==> config.mk <==
export PLATFORM = sky130hd
export DESIGN_NAME = cart_auth_responder
export DESIGN_NICKNAME = d
export VERILOG_FILES = /design/src/rtl/cah_pkg.sv /design/src/rtl/cah_sampler.sv /design/src/rtl/cah_shifter.sv /design/src/rtl/cah_ctrl.sv /design/src/rtl/cart_auth_responder.sv
export SDC_FILE = /design/constraint.sdc
export NUM_CORES = 1
export LEC_CHECK = 0
export BUFFER_PORTS_ARGS = -buffer_cell sky130_fd_sc_hd__buf_2
export CAP_MARGIN = 20
export CORE_ASPECT_RATIO = 0.8
export CORE_MARGIN = 3
export CORE_UTILIZATION = 45
export CTS_CLUSTER_DIAMETER = 200
export DETAILED_ROUTE_END_ITERATION = 8
export GPL_TIMING_DRIVEN = 0
export SLEW_MARGIN = 20
export SYNTH_ARGS = -nofsm -noshare
export SYNTH_HDL_FRONTEND = slang
export SYNTH_SLANG_ARGS = --single-unit
==> constraint.sdc <==
create_clock -name clk -period 2.03 [get_ports clk]
set_input_delay 0.3045 -clock clk [delete_from_list [all_inputs] [get_ports clk]]
set_output_delay 0.3045 -clock clk [all_outputs]
set_load 0.1 [all_outputs]
==> src/rtl/cah_pkg.sv <==
// Package: shared constants and state type for the handshake responder.
// Assumes the challenge nibbles and response pattern are fixed per product.
package cah_pkg;

    localparam logic [3:0]  P1_LO     = 4'hA;
    localparam logic [3:0]  P1_HI     = 4'h5;
    localparam logic [3:0]  P2_LO     = 4'h5;
    localparam logic [3:0]  P2_HI     = 4'hA;
    localparam int          RESP_LEN  = 22;
    localparam logic [21:0] RESP_BITS = 22'b1000101000101000000111;
    localparam int          GAP_EDGES = 3;

    typedef enum logic [2:0] {
        ST_IDLE,
        ST_HUNT,
        ST_ARMED,
        ST_DELAY,
        ST_SHIFT,
        ST_DONE
    } cah_state_e;

endpackage

==> src/rtl/cah_sampler.sv <==
// Module: cah_sampler
// Brings the asynchronous cartridge clock, console reset and address nibbles
// into the local clock domain and flags rising edges of the cartridge clock.
// Assumes the address nibbles are stable for several local cycles around each
// cartridge clock edge, so bus-wide synchronisation is safe.
module cah_sampler #(
    parameter int SYNC_STAGES = 2,
    parameter int AW          = 4
) (
    input  logic          clk,
    input  logic          rst_n,
    input  logic          cart_clk,
    input  logic          cart_rst_n,
    input  logic [AW-1:0] addr_lo,
    input  logic [AW-1:0] addr_hi,
    output logic          rise,
    output logic          cart_run,
    output logic [AW-1:0] lo_at_edge,
    output logic [AW-1:0] hi_at_edge
);

    localparam int BUS_W = 2 + 2 * AW;

    logic [BUS_W-1:0] raw_bus;
    logic [BUS_W-1:0] stage_q [SYNC_STAGES];
    logic [BUS_W-1:0] prev_q;

    assign raw_bus = {cart_clk, cart_rst_n, addr_hi, addr_lo};

    // Synchroniser chain: one register rank per stage.
    genvar gi;
    generate
        for (gi = 0; gi < SYNC_STAGES; gi++) begin : g_stage
            if (gi == 0) begin : g_first
                always_ff @(posedge clk) begin
                    // Purpose: capture the raw asynchronous bus.
                    if (!rst_n) stage_q[gi] <= '0;
                    else        stage_q[gi] <= raw_bus;
                end
            end else begin : g_next
                always_ff @(posedge clk) begin
                    // Purpose: pass the bus one rank further down the chain.
                    if (!rst_n) stage_q[gi] <= '0;
                    else        stage_q[gi] <= stage_q[gi-1];
                end
            end
        end
    endgenerate

    always_ff @(posedge clk) begin
        // Purpose: keep the previous settled sample for edge detection.
        if (!rst_n) prev_q <= '0;
        else        prev_q <= stage_q[SYNC_STAGES-1];
    end

    assign rise       = stage_q[SYNC_STAGES-1][BUS_W-1] & ~prev_q[BUS_W-1];
    assign cart_run   = stage_q[SYNC_STAGES-1][BUS_W-2];
    assign lo_at_edge = prev_q[AW-1:0];
    assign hi_at_edge = prev_q[2*AW-1:AW];

endmodule

==> src/rtl/cah_shifter.sv <==
// Module: cah_shifter
// Holds the response pattern and presents it one bit at a time, most
// significant first. Assumes the controller loads before the first step.
module cah_shifter #(
    parameter int                LEN     = 22,
    parameter logic [LEN-1:0]    PATTERN = '0
) (
    input  logic clk,
    input  logic rst_n,
    input  logic load,
    input  logic step,
    output logic head,
    output logic exhausted
);

    localparam int CW = $clog2(LEN + 1);

    logic [LEN-1:0] sr_q;
    logic [CW-1:0]  cnt_q;

    always_ff @(posedge clk) begin
        // Purpose: load the pattern, or advance by one bit per step.
        if (!rst_n) begin
            sr_q  <= PATTERN;
            cnt_q <= '0;
        end else if (load) begin
            sr_q  <= PATTERN;
            cnt_q <= '0;
        end else if (step) begin
            sr_q  <= {sr_q[LEN-2:0], 1'b0};
            cnt_q <= cnt_q + 1'b1;
        end
    end

    assign head      = sr_q[LEN-1];
    assign exhausted = (cnt_q == CW'(LEN));

    AST_CNT_BOUND: assert property (@(posedge clk) disable iff (!rst_n)
        cnt_q <= CW'(LEN));

    AST_NO_STEP_PAST_END: assert property (@(posedge clk) disable iff (!rst_n)
        (exhausted && !load) |=> exhausted);

endmodule

==> src/rtl/cah_ctrl.sv <==
// Module: cah_ctrl
// Handshake controller: hunts for the two-phase challenge, counts the gap
// edges, drives the response line from the shifter and parks in a done
// state. Assumes all inputs are already in the local clock domain.
module cah_ctrl
    import cah_pkg::*;
#(
    parameter int         AW     = 4,
    parameter int         GAP    = 3,
    parameter logic [AW-1:0] C1_LO = 4'hA,
    parameter logic [AW-1:0] C1_HI = 4'h5,
    parameter logic [AW-1:0] C2_LO = 4'h5,
    parameter logic [AW-1:0] C2_HI = 4'hA
) (
    input  logic          clk,
    input  logic          rst_n,
    input  logic          rise,
    input  logic          cart_run,
    input  logic [AW-1:0] lo_at_edge,
    input  logic [AW-1:0] hi_at_edge,
    input  logic          head,
    input  logic          exhausted,
    output logic          load,
    output logic          step,
    output logic          auth_n,
    output logic          auth_done
);

    localparam int GW = $clog2(GAP + 1);

    cah_state_e   state_q;
    logic [GW-1:0] gap_q;
    logic          is_p1;
    logic          is_p2;
    logic          gap_last;

    assign is_p1    = (lo_at_edge == C1_LO) && (hi_at_edge == C1_HI);
    assign is_p2    = (lo_at_edge == C2_LO) && (hi_at_edge == C2_HI);
    assign gap_last = (gap_q == GW'(GAP - 1));
    assign load     = (state_q == ST_DELAY) && rise && gap_last;
    assign step     = (state_q == ST_SHIFT) && rise && !exhausted;
    assign auth_done = (state_q == ST_DONE);

    always_ff @(posedge clk) begin
        // Purpose: advance the handshake on each cartridge clock edge.
        if (!rst_n || !cart_run) begin
            state_q <= ST_IDLE;
            gap_q   <= '0;
            auth_n  <= 1'b1;
        end else begin
            case (state_q)
                ST_IDLE:  state_q <= ST_HUNT;
                ST_HUNT:  if (rise && is_p1) state_q <= ST_ARMED;
                ST_ARMED: if (rise) begin
                    if (is_p2) begin
                        state_q <= ST_DELAY;
                        gap_q   <= '0;
                    end else if (!is_p1) begin
                        state_q <= ST_HUNT;
                    end
                end
                ST_DELAY: if (rise) begin
                    if (gap_last) state_q <= ST_SHIFT;
                    else          gap_q   <= gap_q + 1'b1;
                end
                ST_SHIFT: if (rise) begin
                    if (exhausted) begin
                        state_q <= ST_DONE;
                        auth_n  <= 1'b1;
                    end else begin
                        auth_n  <= head;
                    end
                end
                ST_DONE:  state_q <= ST_DONE;
                default:  state_q <= ST_IDLE;
            endcase
        end
    end

    AST_HIGH_OUTSIDE_SHIFT: assert property (@(posedge clk) disable iff (!rst_n)
        (state_q != ST_SHIFT) |-> auth_n);

    AST_CART_RESET_IDLE: assert property (@(posedge clk) disable iff (!rst_n)
        !cart_run |=> (auth_n && !auth_done));

    AST_QUIET_BETWEEN_EDGES: assert property (@(posedge clk) disable iff (!rst_n)
        (!rise && cart_run) |=> $stable(auth_n));

    AST_DONE_STICKY: assert property (@(posedge clk) disable iff (!rst_n)
        (auth_done && cart_run) |=> auth_done);

    AST_GAP_BOUND: assert property (@(posedge clk) disable iff (!rst_n)
        gap_q < GW'(GAP));

endmodule

==> src/rtl/cart_auth_responder.sv <==
// Module: cart_auth_responder (top)
// Answers the console's start-up challenge with a fixed serial response on
// auth_n. Assumes clk is many times faster than cart_clk so every cartridge
// clock phase spans several local cycles.
module cart_auth_responder
    import cah_pkg::*;
#(
    parameter int SYNC_STAGES = 2
) (
    input  logic       clk,
    input  logic       rst_n,
    input  logic       cart_clk,
    input  logic       cart_rst_n,
    input  logic [3:0] addr_lo,
    input  logic [3:0] addr_hi,
    output logic       auth_n,
    output logic       auth_done
);

    localparam int AW = 4;

    logic          rise;
    logic          cart_run;
    logic [AW-1:0] lo_at_edge;
    logic [AW-1:0] hi_at_edge;
    logic          load;
    logic          step;
    logic          head;
    logic          exhausted;

    cah_sampler #(
        .SYNC_STAGES (SYNC_STAGES),
        .AW          (AW)
    ) i_sampler (
        .clk        (clk),
        .rst_n      (rst_n),
        .cart_clk   (cart_clk),
        .cart_rst_n (cart_rst_n),
        .addr_lo    (addr_lo),
        .addr_hi    (addr_hi),
        .rise       (rise),
        .cart_run   (cart_run),
        .lo_at_edge (lo_at_edge),
        .hi_at_edge (hi_at_edge)
    );

    cah_ctrl #(
        .AW    (AW),
        .GAP   (GAP_EDGES),
        .C1_LO (P1_LO),
        .C1_HI (P1_HI),
        .C2_LO (P2_LO),
        .C2_HI (P2_HI)
    ) i_ctrl (
        .clk        (clk),
        .rst_n      (rst_n),
        .rise       (rise),
        .cart_run   (cart_run),
        .lo_at_edge (lo_at_edge),
        .hi_at_edge (hi_at_edge),
        .head       (head),
        .exhausted  (exhausted),
        .load       (load),
        .step       (step),
        .auth_n     (auth_n),
        .auth_done  (auth_done)
    );

    cah_shifter #(
        .LEN     (RESP_LEN),
        .PATTERN (RESP_BITS)
    ) i_shifter (
        .clk       (clk),
        .rst_n     (rst_n),
        .load      (load),
        .step      (step),
        .head      (head),
        .exhausted (exhausted)
    );

    AST_LOAD_STEP_EXCL: assert property (@(posedge clk) disable iff (!rst_n)
        !(load && step));

endmodule

==> metrics.txt <==
post-synth top area share 56.59%; Area growth syn-to-layout 17.80%; nets 274; FMAX 549.8 MHz; CP required between 1.5 and 2 ns; cell-internal power 2.118 mW; # hold bufs at CTS 0; Synth Warn # 0; first-pass GRT wire length 6.168 mm; Critical Path End Type primary output; diode count 0; setup TNS 0 ns; max_slew headroom 67.74%; Tcrit/Tclk final between 80 and 90%; largest net degree at the start of global routing 12; Crit Path Class flop to primary output; endpoints failing setup 0; DRC viols 0; fin. max-slew vios 0; most common cell after layout, fill and taps aside dfxtp_1; GRT met3 Usage 7.702%; drt pass-1 iters 4; FF+latch count, synth 62; most frequent cells in the layout dfxtp_1 (62), nand2_1 (50), and2_1 (30), a21oi_1 (20), buf_2 (18); Synth area leader dfxtp_1; crit-path max FO 7; GR Layer Usage met1 between 15 and 20%; core region area 4652 um2; cell area after layout 2584 um2; Syn Std Cell Area 2193 um2; dpl cells 308; capturing point of the worst reg2reg path i_shifter.sr_q[12]; Slew @ Worst Pin 0.4872 ns; Post-Synthesis Cells 235; Hold Path Cell Cnt 2; H-tree Lvls 3; Placed Area 2336 um2; initial antenna violation count 0; Seq/Total Area, Yosys 56.59%; switching part of the total power 19.18%; routability congestion estimate 0.7678; post-route ant nets 0; # IOs 14; met2 Use GR 19.98%; CTS tree built; clk sink count 62; net count after synthesis 250; PwrDens ~1000 nW/um2; drt wl/cell around 11 um; Clock Latency Late Sink 0.33 ns; Post-CTS Setup Inserts 0; floorplan row count 22; reg2reg path depth 5; RSZ-0062 raised after global routing no; Hold Startpoint addr_hi[2]; # port buffers 13; critical path startpoint category flop; flop2flop setup slack 0.24 ns; Comb pwr share 2.1%; dominant cells by area after synthesis dfxtp_1 (57%), and2_1 (8.6%), nand2_1 (8.6%); Die Y 68.45 um; most used routing layer met2; Hold EP i_sampler.stage_q[0][6]; GRT Overall Usage ~14%; Avg Cell Area, Syn 9.333 um2; Tmin final approximately 1.8 ns; worst clock skew 0.005241 ns; DRT Wirelength 3.631 mm; Num CTS Buffers 9; outcome finished, final reports clean; ratio of cells with drive above 1 in the final layout 14.02%; Post-Layout Cell Count roughly 320; Cell variety after synth 34; Reg clk slew, reported paths 0.07 ns; fillers 439; vias in the first global route 1383; vias per cell 4.809; Root Driver clkbuf_8; Initial Utilization 47.15%; reg2reg start i_ctrl.state_q[1]; max-cap violations 0; Initial DRC Count 63; maximum buffer depth of the clock tree 2; CP arrival 1.51 ns; die area 5753 um2; sequential power share a little under half; PostCTS Resize Cnt 0; Hold WC Path Type input port to flop; Core Util, Final 55.54%; Clk network pwr share 50.3%; GRT overflow 0; Post-DP HPWL 2.410 mm; Sw Pwr 0.5025 mW; leakage power about 1 nW; via count 1558; final count of hold timing violations 0; Worst VDD drop ~0.63 mV; Die X between 80 and 90 um; final hold slack 0.1679 ns
metal layers:
layer  vias up  part of all wire [%]
met5         -                     0
met4         0                   1.9
met3         9                   5.6
met2        25                    38
met1       696                    54
li1        828                     -
cells in the mapped netlist (all sizes together):
cell	n
dfxtp	62
nand2	50
and2	30
a21oi	20
nand3	8
clkbuf	6
inv	6
o21ai	6
buf	5
nand4	5
nor2	4
nor4bb	4
and3	3
ha	3
or4	3
nand2b	2
nor2b	2
a211oi	1
a21boi	1
a21o	1
a221oi	1
a311o	1
a31oi	1
and2b	1
and4b	1
nand4b	1
nor3b	1
o221a	1
o31ai	1
or2	1
or3	1
xnor2	1
xor2	1
logic make-up after synthesis:
group	after synthesis	share of synthesized area [%]
buffers and inverters	17	3.194
and+or+nand+nor	117	28.75
AOI/OAI and AO/OA	34	8.957
xor gates and xnor gates	2	0.7988
adders and majority gates	3	1.712
DFF	62	56.59
power groups by stage:
stage | sequential [mW] | combinational (mW) | clock [mW]
4_1_cts | 1.25 | 0.0570 | 1.35
3_5_place_dp | 1.27 | 0.0568 | 0
6_report | 1.25 | 0.0559 | 1.32
3_3_place_gp | 1.27 | 0.0564 | 0
5_1_grt | 1.25 | 0.0636 | 1.39
2_1_floorplan | 1.27 | 0.0358 | 0
worst max-delay path, cell delays in order (launching register included):
cell	delay, ns
dfxtp_1	0.49
inv_1	0.15
nor2_2	0.12
buf_2	0.42
state kept, by name (all words and copies together) (netlist names):
name	count
i_sampler.prev_q	9
i_shifter.sr_q	22
i_sampler.stage_q	20
i_ctrl.state_q	3
i_ctrl.auth_n	1
i_shifter.cnt_q	5
i_ctrl.gap_q	2
through the flow:
stage                     setup slack [ns]  power [mW]
final                               0.2113       2.620
after CTS                           0.1989       2.650
after global placement              0.2749       1.330
after detailed placement            0.2962       1.331
after global routing                0.1078       2.705
after floorplan                     0.3672       1.308
layout make-up:
class / instances / area (um2) / area share (%)
plain buffers: 11 / 47.55 / 1.840
clock buffers: 11 / 141.4 / 5.472
clock inverters: 5 / 106.4 / 4.116
inverters: 6 / 22.52 / 0.8717
multi-input cells: 156 / 884.6 / 34.24
flip-flops and latches: 62 / 1241 / 48.04
well taps: 60 / 75.07 / 2.906
repair buffers: 13 / 65.06 / 2.518
worst max-delay path by stage:
| stage | from | end | slack [ns] |
|---|---|---|---|
| global placement | i_ctrl.state_q[1] | i_shifter.sr_q[16] | 0.27 |
| detailed placement | i_ctrl.state_q[1] | i_shifter.sr_q[12] | 0.30 |
| finish | i_ctrl.state_q[0] | auth_done | 0.21 |
| global route | i_ctrl.state_q[0] | auth_done | 0.11 |
| floorplan | i_ctrl.state_q[0] | auth_done | 0.37 |
| CTS | i_ctrl.state_q[0] | auth_done | 0.20 |
Power figures use the tool's default switching activity.
